File: src/rtl/seg7_pkg.sv
package seg7_pkg;
  localparam int unsigned DIGIT_W = 4;
  localparam int unsigned SEG_W   = 7;
  localparam int unsigned MAX_DIGIT = 9;

  typedef logic [DIGIT_W-1:0] digit_t;
  typedef logic [SEG_W-1:0]   seg_t;

  localparam seg_t SEG_ALL_ON  = {SEG_W{1'b1}};
  localparam seg_t SEG_ALL_OFF = '0;
endpackage

File: src/rtl/bcd_digit_reg.sv
module bcd_digit_reg
  import seg7_pkg::*;
(
  input  logic   clk_i,
  input  logic   rst_ni,
  input  digit_t bcd_i,
  input  logic   latch_en_i,
  output digit_t code_o
);
  digit_t code_q;

  always_ff @(posedge clk_i or negedge rst_ni) begin
    if (!rst_ni)          code_q <= '0;
    else if (!latch_en_i) code_q <= bcd_i;
  end

  assign code_o = code_q;

  AST_HOLD_KEEPS: assert property (@(posedge clk_i) disable iff (!rst_ni)
    latch_en_i |=> $stable(code_q)) else $error("hold changed code");
  AST_LOAD_TAKES: assert property (@(posedge clk_i) disable iff (!rst_ni)
    !latch_en_i |=> code_q == $past(bcd_i)) else $error("load missed");
endmodule

File: src/rtl/seg_decode.sv
module seg_decode
  import seg7_pkg::*;
(
  input  digit_t code_i,
  output seg_t   seg_o
);
  always_comb begin
    unique case (code_i)
      4'd0:    seg_o = 7'b1111110;
      4'd1:    seg_o = 7'b0110000;
      4'd2:    seg_o = 7'b1101101;
      4'd3:    seg_o = 7'b1111001;
      4'd4:    seg_o = 7'b0110011;
      4'd5:    seg_o = 7'b1011011;
      4'd6:    seg_o = 7'b0011111; // no top bar
      4'd7:    seg_o = 7'b1110000;
      4'd8:    seg_o = 7'b1111111;
      4'd9:    seg_o = 7'b1110011; // no bottom bar
      default: seg_o = SEG_ALL_OFF;
    endcase
  end
endmodule

File: src/rtl/seg_out_stage.sv
module seg_out_stage
  import seg7_pkg::*;
(
  input  logic clk_i,
  input  logic rst_ni,
  input  seg_t seg_i,
  input  logic lamp_test_ni,
  input  logic blank_ni,
  output seg_t seg_o
);
  seg_t seg_d, seg_q;

  // lamp test wins over blank
  for (genvar s = 0; s < SEG_W; s++) begin : g_seg
    assign seg_d[s] = !lamp_test_ni | (blank_ni & seg_i[s]);
  end

  always_ff @(posedge clk_i or negedge rst_ni) begin
    if (!rst_ni) seg_q <= SEG_ALL_OFF;
    else         seg_q <= seg_d;
  end

  assign seg_o = seg_q;

  AST_LAMP_ALL_ON: assert property (@(posedge clk_i) disable iff (!rst_ni)
    !lamp_test_ni |=> seg_o == SEG_ALL_ON) else $error("lamp test");
  AST_BLANK_ALL_OFF: assert property (@(posedge clk_i) disable iff (!rst_ni)
    (lamp_test_ni && !blank_ni) |=> seg_o == SEG_ALL_OFF) else $error("blank");
endmodule

File: src/rtl/bcd_seg_latch_decoder.sv
module bcd_seg_latch_decoder
  import seg7_pkg::*;
(
  input  logic       clk_i,
  input  logic       rst_ni,
  input  logic [3:0] bcd_i,
  input  logic       latch_en_i,
  input  logic       lamp_test_ni,
  input  logic       blank_ni,
  output logic [6:0] seg_o
);
  digit_t code;
  seg_t   seg_dec;

  bcd_digit_reg u_digit (
    .clk_i(clk_i), .rst_ni(rst_ni), .bcd_i(bcd_i),
    .latch_en_i(latch_en_i), .code_o(code)
  );

  seg_decode u_dec (.code_i(code), .seg_o(seg_dec));

  seg_out_stage u_out (
    .clk_i(clk_i), .rst_ni(rst_ni), .seg_i(seg_dec),
    .lamp_test_ni(lamp_test_ni), .blank_ni(blank_ni), .seg_o(seg_o)
  );

  AST_ILLEGAL_DARK: assert property (@(posedge clk_i) disable iff (!rst_ni)
    (lamp_test_ni && blank_ni && code > digit_t'(MAX_DIGIT)) |=> seg_o == SEG_ALL_OFF)
    else $error("illegal code lit");
  AST_RESET_DARK: assert property (@(posedge clk_i)
    !rst_ni |-> (seg_o == SEG_ALL_OFF && code == '0)) else $error("reset state");
endmodule

File: config.mk
export PLATFORM = sky130hd
export DESIGN_NAME = bcd_seg_latch_decoder
export DESIGN_NICKNAME = d
export VERILOG_FILES = /design/src/rtl/seg7_pkg.sv /design/src/rtl/bcd_digit_reg.sv /design/src/rtl/seg_decode.sv /design/src/rtl/seg_out_stage.sv /design/src/rtl/bcd_seg_latch_decoder.sv
export SDC_FILE = /design/constraint.sdc
export NUM_CORES = 1
export LEC_CHECK = 0
export BUFFER_PORTS_ARGS = -buffer_cell sky130_fd_sc_hd__buf_2
export CORE_UTILIZATION = 30
export DETAILED_ROUTE_END_ITERATION = 7
export GPL_TIMING_DRIVEN = 0
export HOLD_SLACK_MARGIN = 0.02
export PLACE_DENSITY = 0.54
export SLEW_MARGIN = 5
export SYNTH_ARGS = -nofsm -noshare
export SYNTH_HDL_FRONTEND = slang
export SYNTH_SLANG_ARGS = --single-unit
File: constraint.sdc
create_clock -name clk_i -period 1.1 [get_ports clk_i]
set_input_delay 0.055 -clock clk_i [delete_from_list [all_inputs] [get_ports clk_i]]
set_output_delay 0.055 -clock clk_i [all_outputs]
set_load 0.1 [all_outputs]
## Word-level counts from Yosys, hierarchy flattened

Memories as Yosys holds them, arrays and structs flattened.
Cells that the tools add are included.

| storage, ports and cells | value |
|---|---|
| memories kept | 1 |
| logic and storage cells | 18 |
| bits in registers | 11 |
| memory bits (read-only) | 112 |

| cells by class | value |
|---|---|
| reductions and logical operators | 1 |
| bitwise logic cells | 14 |

Memory list:

| name | depth | width | rd ports | clocked after memory_dff | wr ports | line | source |
|---|---|---|---|---|---|---|---|
| (no name shown) | 16 | 7 | 1 | 0 | 0 | seg_decode.sv:8 | `unique case (code_i)` |

Operators by type and width:

| kind | number |
|---|---|
| 1-bit AND | 7 |
| 1-bit OR | 7 |
| 1-bit zero test | 1 |

## Logic depth before layout (Yosys ltp)

Gate-level depths: netlist of run 1.
An unclocked memory read counts as a cell.

| logic depth | value |
|---|---|
| depth after elaboration | 3 |
| gate-level depth with buffers | 5 |

## Hierarchy

A second synthesis of run 1 with hierarchy kept.

| second synthesis, totals | value |
|---|---|
| cell total of the unflattened synthesis | 49 |
| area total of the unflattened synthesis | 575.6 um^2 |

By module, submodules not included:

| module | times used | area an instance (um^2) | cells an instance | sequential area each (um^2) |
|---|---|---|---|---|
| seg_out_stage | 1 | 245.2 | 14 | 175.2 |
| seg_decode | 1 | 185.2 | 27 | 0.0 |
| bcd_digit_reg | 1 | 145.1 | 8 | 100.1 |

## Worst setup path before layout of run 1

No wires, ideal clock.

| timing path | value |
|---|---|
| path kind | register to register |
| from | register u_digit.code_q[1] (netlist: u_digit.code_o[1]) |
| to | register u_out.seg_q[2] (netlist: u_out.seg_o[2]) |
| setup slack | -0.074 ns |
| data arrival time | 1.055 ns |
| cell stages (with the launch flop) | 6 |
| buffers on the path | 0 |
| required time | 0.981 ns |
| library setup time | 0.119 ns |
| path through | dfrtp_1 > inv_1 > ha_1 > nand2b_1 > o21ai_0 > a21bo_1 |

| on the way | value |
|---|---|
| cells in the longest elaborated chain, start to end | 3 |

Ends and longest elaborated chain:

| element | line | source |
|---|---|---|
| start: declaration | bcd_digit_reg.sv:10 | `digit_t code_q;` |
| start signal: assignment | bcd_digit_reg.sv:14 | `else if (!latch_en_i) code_q <= bcd_i;` |
| memory read 16 x 7 bit | n/a |  |
| 1-bit AND | seg_out_stage.sv:15 | `assign seg_d[s] = !lamp_test_ni \| (blank_ni & seg_i[s]);` |
| 1-bit OR | seg_out_stage.sv:15 |  |
| net u_out.seg_d[2] | seg_out_stage.sv:11 | `seg_t seg_d, seg_q;` |
| end signal: assignment | seg_out_stage.sv:20 | `else seg_q <= seg_d;` |
| end: declaration | seg_out_stage.sv:11 |  |

The timed path passes the listed nets, and every way through them passes these cells.
A chain may end at the register's enable or synchronous reset.

## Worst setup path after layout of run 1

| timing path | value |
|---|---|
| from | register u_digit.code_q[0] (netlist: u_digit.code_o[0]) |
| to | register u_out.seg_q[2] (netlist: u_out.seg_o[2]) |

The elaborated chain is that of the path after synthesis.

==> results of run 1 <==
-- critical path, cell delays in order (launching register included) --
cell	delay, ns
dfrtp_2	0.42
inv_2	0.07
ha_2	0.18
inv_1	0.07
o21ai_2	0.06
a21bo_1	0.16
-- layer usage --
| layer | vias to the layer above | global-route usage | wire length [µm] |
|---|---|---|---|
| met1 | 220 | 0.128 | 463 |
| met3 | 2 | 0.0635 | 64 |
| met5 | - | 0 | 0 |
| li1 | 226 | - | - |
| met4 | 0 | 0.0727 | 19 |
| met2 | 14 | 0.174 | 629 |
-- area by class of cell --
class,count,area (µm²),area share
tap,25,31.3,0.0375
timing repair buffer,22,143,0.171
sequential,11,278,0.333
multi-input combinational,32,314,0.377
inverter,6,22.5,0.0270
buffer,2,18.8,0.0225
clock buffer,4,26.3,0.0315
-- Yosys cell counts, types with 2 or more instances --
library cell,instances,area share
o21ai_0,2,0.018
inv_1,6,0.040
nand4_1,2,0.022
nor2_1,3,0.020
dfrtp_1,11,0.48
a41oi_1,2,0.031
a21oi_1,2,0.018
o211ai_1,2,0.026
ha_1,4,0.088
mux2_2,4,0.079
nand2_1,4,0.026
-- layout by cell type (no fill, tap or decap), types with 3 or more instances in the layout --
cell type,synthesis,routed
buf_2,0,14
buf_4,1,3
clkbuf_4,0,4
dfrtp_1,11,9
dlygate4sd3_1,0,5
inv_1,6,4
mux2_2,4,4
nand2_1,4,4
-- stage by stage --
stage	hold WS [ns]	cell area [µm²]	setup slack (ns)	setup TNS, ns
floorplan	-0.241	569	0.00728	0
global placement	-0.0673	676	-0.0948	-0.246
detailed placement	-0.0557	676	-0.0870	-0.275
CTS	0.0222	774	-0.0260	-0.0260
global route	0.0372	833	-0.0287	-0.0860
finish	0.0305	833	0.0224	0
-- state kept, by name, indices dropped and copies added, names as in the netlist --
name,flops
u_out.seg_o,7
u_digit.code_o,4
-- where the power goes --
| part | internal (mW) | switching [mW] |
|---|---|---|
| Sequential | 0.445 | 0.0188 |
| Combinational | 0.152 | 0.344 |
| Clock | 0.141 | 0.142 |
| Total | 0.738 | 0.504 |
-- final timing paths --
kind                                   start                end  slack [ns]  cells after the start
max                        u_digit.code_o[0]     u_out.seg_o[2]        0.02                      5
min                             lamp_test_ni     u_out.seg_o[5]        0.03                      2
max reg2reg                u_digit.code_o[0]     u_out.seg_o[2]        0.02                      5
min reg2reg                u_digit.code_o[2]  u_digit.code_o[2]        0.68                      2
max in group asynchronous             rst_ni  u_digit.code_o[0]        0.70                      2
min in group asynchronous             rst_ni     u_out.seg_o[6]        0.18                      2
-- kinds of logic (layout without fill, tap and decap cells) --
group / count (synthesis) / after routing / synth area share
XOR/XNOR: 1 / 1 / 0.0154
AND/OR/NAND/NOR: 10 / 10 / 0.0793
multiplexers: 4 / 4 / 0.0793
flip-flops: 11 / 11 / 0.485
AO/OA/AOI/OAI: 13 / 13 / 0.181
buffers and inverters: 8 / 34 / 0.0727
adder cells (fa/ha/maj): 4 / 4 / 0.0881
-- timing repair --
item,in CTS,in global routing
pin swaps,0,3
endpoints found under the hold margin,14,1
setup buffers,2,0
setup endpoints to repair,4,7
hold buffers,4,1
gates resized for setup,5,11
gates cloned,0,0
==> key figures, run 1 <==
Run status
  • Status: finished, final reports clean

Pwr
  • Cell Pwr Density: around 1500 mW/mm²
  • Peak supply drop: 0.000653 V
  • Overall Power: 1.24 mW
  • Pleak: roughly 0.36 nW

Route
  • Drt wl/cell: 11.5 µm
  • Final WL: 1.18 mm
  • Final ANT Viol Nets: 0
  • Remaining DRCs: 0
  • 1st-iter DRT viols: 3
  • Vias per Instance: 4.53
  • Vias post-DR: 462
  • DRT Pass-1 Iters: 2

Floorplanning
  • Die ar.: 0.00207 mm²
  • # rows: 15
  • Core area: 0.00175 mm²
  • Initial core utilization: 0.325
  • Die W: ~46 µm
  • Chip Height: 45.5 µm
  • Num ports: 16

Logic synthesis
  • Seq/Total Area, Yosys: 0.485
  • Synthesized area: ~570 µm²
  • Syn Nets: 64
  • Warnings from Yosys: 0
  • FF+latch count, synth: 11
  • Ys flop type: dfrtp_1
  • Synth cell types: 20
  • Post-synth EDFFs: 0
  • Synth Area per Inst: 11.1 µm²
  • Synthesized instance count: ~50
  • Post-synth ARST share: 1.00

STA
  • Slew @ Worst Pin: 0.486 ns
  • Setup violations, final: 0
  • Final Hold Fails: 0
  • Tcrit/Tclk final: 0.980
  • Slew Viols, Final: 0
  • Post-route minimum period: 1.08 ns
  • Worst Skew: 0.00271 ns
  • Max Freq: between 900 and 1000 MHz
  • Worst slew margin: 0.678
  • Unrepaired setup endpoints after global routing: true

Global routing
  • Largest net degree at the start of global routing: 12
  • Gr ovfl total: 0
  • GRT Overall Usage: 0.117
  • Antenna violations before repair: 0
  • First-pass GRT wire length: 1.62 mm
  • Vias in the first global route: 364

Clock network
  • TritonCTS clock tree: done
  • CTS HTree Levels: 1
  • Clock latency on the worst-skew pair: 0.27 ns
  • Number of clock sinks: 11
  • CTS max path bufs: 2
  • CTS Root Cell: clkbuf_4
  • CTS Buf Count: 3
  • Reg clk slew, reported paths: 0.07 ns

Final layout
  • Final core occ: 0.477
  • Fillers: about 170
  • Synth-to-Final Area Change: 46.7%
  • Share of cells above drive strength 1: 0.532
  • Nets: 91
  • ANT cells: 0
  • Post-Layout Cell Count: 102

Worst setup path
  • Critical Path Source Type: flop
  • Critical path fanouts, max: 4
  • Worst Path Arrival: 1.24 ns
  • Required @ worst endpoint: between 1 and 1.5 ns
  • Crit path kind: flop to flop
  • Kind of end point of the critical path: flop

Place
  • Post-Place Cells: 91
  • Port Buf Inserts: 15
  • RD Place Congestion: 0.732

Job
  • Max Cap Viol: 0

Hold path
  • Worst min path class: input pin to flop
Power figures use the tool's default switching activity.
==> run 2: changes to the inputs <==
--- a/config.mk
+++ b/config.mk
@@ -10,7 +10,7 @@
 export DETAILED_ROUTE_END_ITERATION = 7
 export GPL_TIMING_DRIVEN = 0
 export HOLD_SLACK_MARGIN = 0.02
-export PLACE_DENSITY = 0.54
+export PLACE_DENSITY = 0.52
 export SLEW_MARGIN = 5
 export SYNTH_ARGS = -nofsm -noshare
 export SYNTH_HDL_FRONTEND = slang
==> key figures, run 2 (synthesis results as in run 1) <==
Floorplanning
  • Die W: 45.5 µm (unchanged)
  • Initial core utilization: 0.325 (unchanged)
  • Num ports: 16 (unchanged)
  • Chip Height: 45.5 µm (unchanged)
  • # rows: 15 (unchanged)
  • Core area: 0.00175 mm² (unchanged)
  • Die ar.: 0.00207 mm² (unchanged)

STA
  • Worst Skew: 0.000576 ns (-0.00214 ns)
  • Setup violations, final: 0 (unchanged)
  • Post-route minimum period: 1.09 ns (+0.0157 ns)
  • Setup TNS: 0 ns (unchanged)
  • Tcrit/Tclk final: 0.994 (+0.0143)
  • Hold slack: 0.0291 ns (-0.00142 ns)
  • Worst slew margin: 0.678 (about the same)
  • Slew @ Worst Pin: 0.486 ns (+0.000154 ns)
  • Final Hold Fails: 0 (unchanged)
  • Unrepaired setup endpoints after global routing: true
  • Slew Viols, Final: 0 (unchanged)
  • Max Freq: 915 MHz (-1.4%)

Job
  • Max Cap Viol: 0 (unchanged)

Global routing
  • Antenna violations before repair: 0 (unchanged)
  • Vias in the first global route: 441 (+21%)
  • First-pass GRT wire length: 1.87 mm (+15%)
  • Gr ovfl total: 0 (unchanged)
  • Largest net degree at the start of global routing: 12 (unchanged)
  • GRT Overall Usage: 0.134 (+0.0171)

Clock network
  • TritonCTS clock tree: done
  • Reg clk slew, reported paths: 0.07 ns (about the same)
  • Clock latency on the worst-skew pair: 0.26 ns (about the same)
  • CTS Buf Count: 3 (unchanged)
  • Number of clock sinks: 11 (unchanged)
  • CTS Root Cell: clkbuf_4
  • CTS HTree Levels: 1 (unchanged)
  • CTS max path bufs: 2 (unchanged)

Worst setup path
  • Critical path fanouts, max: 5 (+1)
  • Slowest-stage cell, CP: dfrtp_2
  • Crit path kind: flop to flop
  • Crit-path cells: buf_4 -> o21ai_4 -> a21boi_2 -> a41oi_1
  • Kind of end point of the critical path: flop
  • Required @ worst endpoint: 1.27 ns (about the same)
  • Highest cell delay on the worst timing path: 0.44 ns (+0.02 ns)
  • Buf/Inv on CP: 1 (-1)
  • Worst Path Arrival: 1.27 ns (+0.03 ns)
  • CP top delay family: flip-flops
  • Critical Path Source Type: flop

Final layout
  • Fillers: 164 (-4.1%)
  • Commonest non-fill, non-tap cell in the layout: buf_2
  • Max reg flops: 7 (unchanged)
  • Synth-to-Final Area Change: 43.6%
  • Most frequent cells in the layout: buf_2, dfrtp_1, clkbuf_4
  • ANT cells: 0 (unchanged)
  • Nets: 91 (unchanged)
  • Share of cells above drive strength 1: 0.519 (-0.0130)
  • Fin area: 816 µm² (-2.1%)
  • Final core occ: 0.467 (-0.0100)

Route
  • Drt wl/cell: 11.2 µm (-3.1%)
  • Final WL: 1.14 mm (-3.1%)
  • Final ANT Viol Nets: 0 (unchanged)
  • Vias post-DR: 461 (-0.22%)
  • Vias per Instance: 4.52 (-0.22%)
  • DRT Pass-1 Iters: 4 (+2)
  • 1st-iter DRT viols: 5 (+2)
  • Remaining DRCs: 0 (unchanged)

Pwr
  • Pleak: 0.362 nW (-0.84%)
  • Cell Pwr Density: 1490 mW/mm² (-0.16%)
  • Overall Power: 1.21 mW (-2.3%)
  • Peak supply drop: 0.000757 V (+16%)

Place
  • RD Place Congestion: 0.746 (+1.9%)
  • Post-DP HPWL: 755 µm
  • Area after DPL: 676 µm² (unchanged)
  • Port Buf Inserts: 15 (unchanged)

Run status
  • Status: finished, final reports clean

Hold path
  • Worst min path class: input pin to flop
==> run 2: stage by stage <==
stage               worst slack [ns]  std cells
CTS                        -0.000302        102
finish                       0.00667        102
global route                 -0.0602        102
floorplan                    0.00728         51
detailed placement           -0.0846         91
global placement             -0.0792         91
==> run 2: layout make-up <==
class	instances	area, µm²	area share
flip-flops and latches	11	278	0.340
well taps	25	31.3	0.0383
repair buffers	22	143	0.175
inverters	6	22.5	0.0276
clock buffers	4	26.3	0.0322
multi-input cells	32	297	0.363
plain buffers	2	18.8	0.0230
==> run 2: repair_timing <==
item                                   4_1_cts  5_1_grt
pin swaps                                    2        0
hold buffers                                 4        0
setup endpoints to repair                    4        9
gates resized for setup                      7        7
buffers inserted                             3        0
endpoints found under the hold margin       14        0
==> run 2: path summary, 6_finish.rpt <==
check | startpoint | depth (start not counted) | to | slack [ns]
max in group asynchronous | rst_ni | 2 | u_digit.code_o[0] | 0.70
max | u_digit.code_o[1] | 4 | u_out.seg_o[4] | 0.007
max reg2reg | u_digit.code_o[1] | 4 | u_out.seg_o[4] | 0.007
min reg2reg | u_digit.code_o[2] | 2 | u_digit.code_o[2] | 0.66
min in group asynchronous | rst_ni | 2 | u_out.seg_o[1] | 0.18
min | bcd_i[3] | 2 | u_digit.code_o[3] | 0.03
==> run 2: layer usage <==
layer / global-route usage / part of all wire / up-vias
li1: - / - / 229
met1: 0.147 / 0.39 / 215
met2: 0.231 / 0.56 / 17
met3: 0.0714 / 0.047 / 0
met4: 0.0182 / 0 / 0
met5: 0 / 0 / -
==> run 2: power by group <==
group,internal [mW],total (mW),switching (mW)
combinational,0.148,0.480,0.332
clock,0.140,0.269,0.129
sequential,0.446,0.465,0.0197
total,0.734,1.21,0.480
